[src/rtl/cpu_sb_pkg.sv]
package cpu_sb_pkg;
  // Position of the mask bit in the system-control port write data.
  localparam int unsigned P92_MASK_BIT = 1;
  localparam int unsigned P92_WIDTH    = 8;
endpackage

[src/rtl/cpu_sb_kb_sync.sv]
module cpu_sb_kb_sync (
  input  logic clk,
  input  logic rst_n,
  input  logic kb_n_async,
  output logic kb_fall
);
  logic s1_q, s2_q, s3_q;

  always_ff @(posedge clk or negedge rst_n) begin
    if (!rst_n) begin
      s1_q <= 1'b1;
      s2_q <= 1'b1;
      s3_q <= 1'b1;
    end else begin
      s1_q <= kb_n_async;
      s2_q <= s1_q;
      s3_q <= s2_q;
    end
  end

  assign kb_fall = s3_q & ~s2_q;


  kb_single_chk: assert property (@(posedge clk) disable iff (!rst_n)
    kb_fall |=> !kb_fall);
endmodule

[src/rtl/cpu_sb_init_pulse.sv]
module cpu_sb_init_pulse #(
  parameter int unsigned INIT_CYCLES = 16,
  localparam int unsigned CNT_W = $clog2(INIT_CYCLES + 1)
) (
  input  logic clk,
  input  logic rst_n,
  input  logic req,
  output logic init_act,
  output logic init_fw_act
);
  logic [CNT_W-1:0] cnt_q, cnt_d;
  logic             act_d;
  logic             act_q, act_fw_q;

  always_comb begin
    if (cnt_q == '0) begin
      cnt_d = req ? CNT_W'(INIT_CYCLES) : '0;
    end else begin
      cnt_d = cnt_q - 1'b1;
    end
    act_d = (cnt_d != '0);
  end

  always_ff @(posedge clk or negedge rst_n) begin
    if (!rst_n) begin
      cnt_q    <= '0;
      act_q    <= 1'b0;
      act_fw_q <= 1'b0;
    end else begin
      cnt_q    <= cnt_d;
      act_q    <= act_d;
      act_fw_q <= act_d;
    end
  end

  assign init_act    = act_q;
  assign init_fw_act = act_fw_q;

  // Checker: length of the current run of active cycles.
  logic [CNT_W:0] run_q;
  always_ff @(posedge clk or negedge rst_n) begin
    if (!rst_n)       run_q <= '0;
    else if (act_q)   run_q <= run_q + 1'b1;
    else              run_q <= '0;
  end


  len_max_chk: assert property (@(posedge clk) disable iff (!rst_n)
    run_q <= (CNT_W+1)'(INIT_CYCLES));

  len_exact_chk: assert property (@(posedge clk) disable iff (!rst_n)
    $fell(act_q) |-> run_q == (CNT_W+1)'(INIT_CYCLES));

  dup_match_chk: assert property (@(posedge clk) disable iff (!rst_n)
    act_q == act_fw_q);
endmodule

[src/rtl/cpu_sb_a20_mask.sv]
module cpu_sb_a20_mask
  import cpu_sb_pkg::*;
(
  input  logic                 clk,
  input  logic                 rst_n,
  input  logic                 wr_en,
  input  logic [P92_WIDTH-1:0] wr_data,
  input  logic                 gate,
  output logic                 mask_n
);
  logic bit_q, bit_d;

  always_comb begin
    bit_d = bit_q;
    if (wr_en) bit_d = wr_data[P92_MASK_BIT];
  end

  always_ff @(posedge clk or negedge rst_n) begin
    if (!rst_n) bit_q <= 1'b0;
    else        bit_q <= bit_d;
  end

  assign mask_n = ~(bit_q | gate);


  p92_load_chk: assert property (@(posedge clk) disable iff (!rst_n)
    wr_en |=> bit_q == $past(wr_data[P92_MASK_BIT]));
endmodule

[src/rtl/cpu_init_a20_ctl.sv]
module cpu_init_a20_ctl
  import cpu_sb_pkg::*;
#(
  parameter int unsigned NUM_INT_SRC = 3,
  parameter int unsigned INIT_CYCLES = 16
) (
  input  logic                   clk,
  input  logic                   rst_n,
  input  logic [NUM_INT_SRC-1:0] int_req,
  input  logic                   kbc_rst_n,
  input  logic                   sleep_trans,
  input  logic                   p92_we,
  input  logic [P92_WIDTH-1:0]   p92_wdata,
  input  logic                   a20_gate,
  output logic                   init_n,
  output logic                   init_fw_n,
  output logic                   a20m_n
);
  logic kb_fall;
  logic req_any;
  logic init_act, init_fw_act;

  cpu_sb_kb_sync u_kb_sync (
    .clk        (clk),
    .rst_n      (rst_n),
    .kb_n_async (kbc_rst_n),
    .kb_fall    (kb_fall)
  );

  assign req_any = (|int_req) | (kb_fall & ~sleep_trans);

  cpu_sb_init_pulse #(.INIT_CYCLES(INIT_CYCLES)) u_pulse (
    .clk         (clk),
    .rst_n       (rst_n),
    .req         (req_any),
    .init_act    (init_act),
    .init_fw_act (init_fw_act)
  );

  assign init_n    = ~init_act;
  assign init_fw_n = ~init_fw_act;

  cpu_sb_a20_mask u_a20 (
    .clk     (clk),
    .rst_n   (rst_n),
    .wr_en   (p92_we),
    .wr_data (p92_wdata),
    .gate    (a20_gate),
    .mask_n  (a20m_n)
  );


  sleep_blank_chk: assert property (@(posedge clk) disable iff (!rst_n)
    (kb_fall && sleep_trans && !(|int_req) && !init_act) |=> !init_act);

  a20_gate_chk: assert property (@(posedge clk) disable iff (!rst_n)
    a20_gate |-> !a20m_n);
endmodule

[config.mk]
export PLATFORM = sky130hd
export DESIGN_NAME = cpu_init_a20_ctl
export DESIGN_NICKNAME = d
export VERILOG_FILES = /design/src/rtl/cpu_sb_pkg.sv /design/src/rtl/cpu_sb_kb_sync.sv /design/src/rtl/cpu_sb_init_pulse.sv /design/src/rtl/cpu_sb_a20_mask.sv /design/src/rtl/cpu_init_a20_ctl.sv
export SDC_FILE = /design/constraint.sdc
export NUM_CORES = 1
export LEC_CHECK = 0
export BUFFER_PORTS_ARGS = -buffer_cell sky130_fd_sc_hd__buf_2
export CORE_AREA = 2 2 39 41
export DETAILED_ROUTE_END_ITERATION = 16
export DIE_AREA = 0 0 41 43
export GPL_TIMING_DRIVEN = 0
export HOLD_SLACK_MARGIN = 0.12
export SYNTH_ARGS = -nofsm -noshare
export SYNTH_HDL_FRONTEND = slang
export SYNTH_SLANG_ARGS = --single-unit
export TNS_END_PERCENT = 20
[constraint.sdc]
create_clock -name clk -period 1.6 [get_ports clk]
set_clock_uncertainty 0.2 [all_clocks]
set_input_delay 0 -clock clk [delete_from_list [all_inputs] [get_ports clk]]
set_output_delay 0 -clock clk [all_outputs]
set_load 0.005 [all_outputs]
==> summary.txt <==
Status: finished clean
Cell with the biggest individual delay on the critical path: sky130_fd_sc_hd__or3b_4
Via count of the first global-routing pass: 372
Number of buffers on the longest clock path: 2
Final worst path period need: 1.59 ns
Mean cell area of the mapped netlist: 11.5 um^2
Cell area power density: 1570 nW/um^2
Synth unique cells: 18
# fillers: 127
Required time of the critical path: 1.60 ns
Main combinational cell family by area after synthesis: simple AND/OR/NAND/NOR gates
Effective utilization at floorplan: 30.8%
Area of the multi-input gates: 170 um^2
Share of post-route cells with drive strength above 1: 43.1%
Number of port buffers: 12
Switch share: 33.1%
Post-synthesis register bit count: 10
Proportion of synthesized chip area in sequential cells: 59.5%
Leak pwr: 0.000320 uW
Cell Area, Synth: 427 um^2
Register-to-register setup slack: 0.006 ns
RSZ-0062 raised after global routing: yes
Max Slew Vio Count: 0
Root Buffer: sky130_fd_sc_hd__clkbuf_4
Max rail drop VDD: 0.654 mV
Antenna Violating Nets Remaining: 0
Net Sw Power: 355 uW
Growth of design area from synthesis to finish: 60.4%
Antenna violations before repair: 0
Clock-pin slew reported for the worst setup and hold paths after clock tree synthesis: 0.06 ns
HPWL after detailed placement: 565 um
Net Count, Synth: 55
Path type of the worst setup path: reg2reg
Number of search-and-repair iterations in the first detailed-routing pass: 3
Cells after synthesis: 37
Ordered cell list for the critical path: inv_2, ha_4, or3b_4, nor2_4, o41ai_2, nand4b_1
Final total negative setup slack: 0 ns
Share of the synthesized area in the top cell type: 41.1%
Biggest area contributors in the synthesized netlist: sky130_fd_sc_hd__dfrtp_1 (41%), sky130_fd_sc_hd__dfstp_2 (18%), sky130_fd_sc_hd__mux2_1 (5.3%), sky130_fd_sc_hd__inv_1 (4.4%), sky130_fd_sc_hd__nor2_1 (3.5%)
Data arrival time of the critical path: 1.59 ns
Compound-gate portion of the synthesized area: 9.09%
Worst slew pin tran: 0.348 ns
Startpoint types: register
Basic-gate share of the synthesized area counting and, or, nand and nor cells: 17.0%
Global-route usage over all layers: 13.1%
DRC errors left: 0
Vertical extent of the die: 43 um
Portion of total power attributed to combinational logic: 40.8%
Top cell type by total area after synthesis: sky130_fd_sc_hd__dfrtp_1
CP endpoint kind: register
Max Fanout on Critical Path: 6
Proportion of synthesized area in mux cells: 5.28%
Number of warning messages in the yosys log: 0
Min-delay worst type: reg2reg
Diodes inserted: 0
Maximum level of the CTS H-tree: 1
Share of the clock period used by the worst path: 99.6%
Final setup violating endpoints: 0
Via-to-Cell Ratio: 4.59
Clock latency reported for the late side of the worst-skew pair: 0.26 ns
Post-layout nets: 84
Final-report hold violation count: 0
Total area of sequential cells: 254 um^2
Total clock buffers created by CTS: 3
Cell total after placement: 65
Routed wire length: 916 um
Part of the power in registers: 38.5%
Post-detailed-route wirelength per cell: 11.3 um
Largest net degree at the start of global routing: 8
Wire length of the first global-routing pass: 1520 um
Routability-driven placement congestion ratio: 0.646
CTS tree: yes
Total clock sinks: 10
Stage delay of the slowest cell on the critical path: 0.41 ns
Adder and majority cell fraction of the synthesized area: 2.93%
Top achievable clock speed: 627 MHz
Site row count: 14
Initial DRC Count: 6
Slew headroom: 76.7%
Core footprint: 1380 um^2
Post-synthesis share of cell area spent on xor and xnor gates: 0%
Post-route cell area: 684 um^2
Overall overflow remaining after global route: 0
Die outline width: 41 um
Clk network pwr share: 20.6%
Internal power component: 718 uW
Cell Count, Final, Fillers Out: 81
Die area: 1760 um^2
Area of placed instances: 509 um^2
Max-capacitance violation count: 0
Number of vias in the routed layout: 372
Num ports: 20
Post-layout power: 1070 uW
## synth_stat cells (all sizes together)
| master | n |
|---|---|
| nor2 | 5 |
| inv | 5 |
| dfrtp | 7 |
| o21ai | 2 |
| nand2 | 2 |
| nor3 | 1 |
| a21oi | 1 |
| dfstp | 3 |
| or3b | 1 |
| ha | 1 |
| o41ai | 1 |
| mux2 | 2 |
| nand4b | 1 |
| buf | 1 |
| o211ai | 2 |
| and2 | 1 |
| nor3b | 1 |
## logic make-up (layout without fill, tap and decap cells)
family | after synthesis | after routing
flip-flops | 10 | 10
adder cells (fa/ha/maj) | 1 | 1
AND/OR/NAND/NOR | 12 | 12
buffers and inverters | 6 | 34
AO/OA/AOI/OAI | 6 | 6
multiplexers | 2 | 2
## power groups by stage
stage	Combinational, uW	Sequential [uW]	Clock [uW]
2_1_floorplan	256	400	0
3_3_place_gp	323	413	0
3_5_place_dp	339	417	0
4_1_cts	437	413	232
5_1_grt	484	426	248
6_report	438	413	221
## cell usage in the layout (no fill, tap or decap), drive strengths merged
master       instances
nor2                 5
ha                   1
clkbuf               4
inv                  5
or3b                 1
o21ai                2
nor3b                1
a21oi                1
nand4b               1
and2                 1
nand2                2
dfrtp                7
dlygate4sd3         11
buf                 14
dfstp                3
o211ai               2
nor3                 1
o41ai                1
mux2                 2
## metal layers
layer  up-vias  global-route usage [%]  wire length (um)
met1       187                    13.7               401
met4         0                    2.00                 0
met2         2                    22.8               509
met3         0                    6.28                 5
li1        183                       -                 -
met5         -                       0                 0
## worst paths after layout
check,start,endpoint,cells past startpoint
worst max-delay path,u_pulse.cnt_q[0],u_pulse.init_fw_act,6
worst min-delay path,u_kb_sync.s1_q,u_kb_sync.s2_q,0
worst max register to register,u_pulse.cnt_q[0],u_pulse.init_fw_act,6
worst min register to register,u_kb_sync.s1_q,u_kb_sync.s2_q,0
max in group asynchronous,rst_n,u_pulse.cnt_q[1],3
min in group asynchronous,rst_n,u_a20.bit_q,3
## final cells by class
type | instances | share of cell area (%)
tap | 16 | 2.93
sequential | 10 | 37.1
timing repair buffer | 24 | 26.0
inverter | 5 | 2.74
clock buffer | 4 | 5.30
buffer | 1 | 1.10
multi-input combinational | 21 | 24.9
## flip-flops by register name, summed over array words and instances (netlist names)
signal               cells
u_kb_sync.s2_q           1
u_kb_sync.s3_q           1
u_pulse.init_fw_act      1
u_a20.bit_q              1
u_pulse.cnt_q            5
u_kb_sync.s1_q           1
## timing repair
action	CTS	global route
setup buffers	1	0
resized for setup	5	0
hold buffers	11	0
hold endpoints to repair	15	0
setup endpoints to repair	2	2
## per-stage QoR
| step | setup WS (ns) | utilization [%] | hold WS [ns] |
|---|---|---|---|
| after floorplan | 0.000496 | - | -0.496 |
| after global placement | -0.0590 | 36.8 | -0.334 |
| after detailed placement | -0.0828 | 36.8 | -0.331 |
| after CTS | 0.00157 | 49.5 | 0.164 |
| after global routing | -0.0529 | 49.5 | 0.170 |
| final | 0.00625 | 49.5 | 0.157 |
## worst max-delay path: cells and delay by family (launching register included)
kind                       cells  cell delay, ns
AOI/OAI and AO/OA              1            0.09
DFF                            1            0.39
buffers and inverters          1            0.07
and+or+nand+nor                3            0.63
adders and majority gates      1            0.15
(Power assumes the default switching activity.)
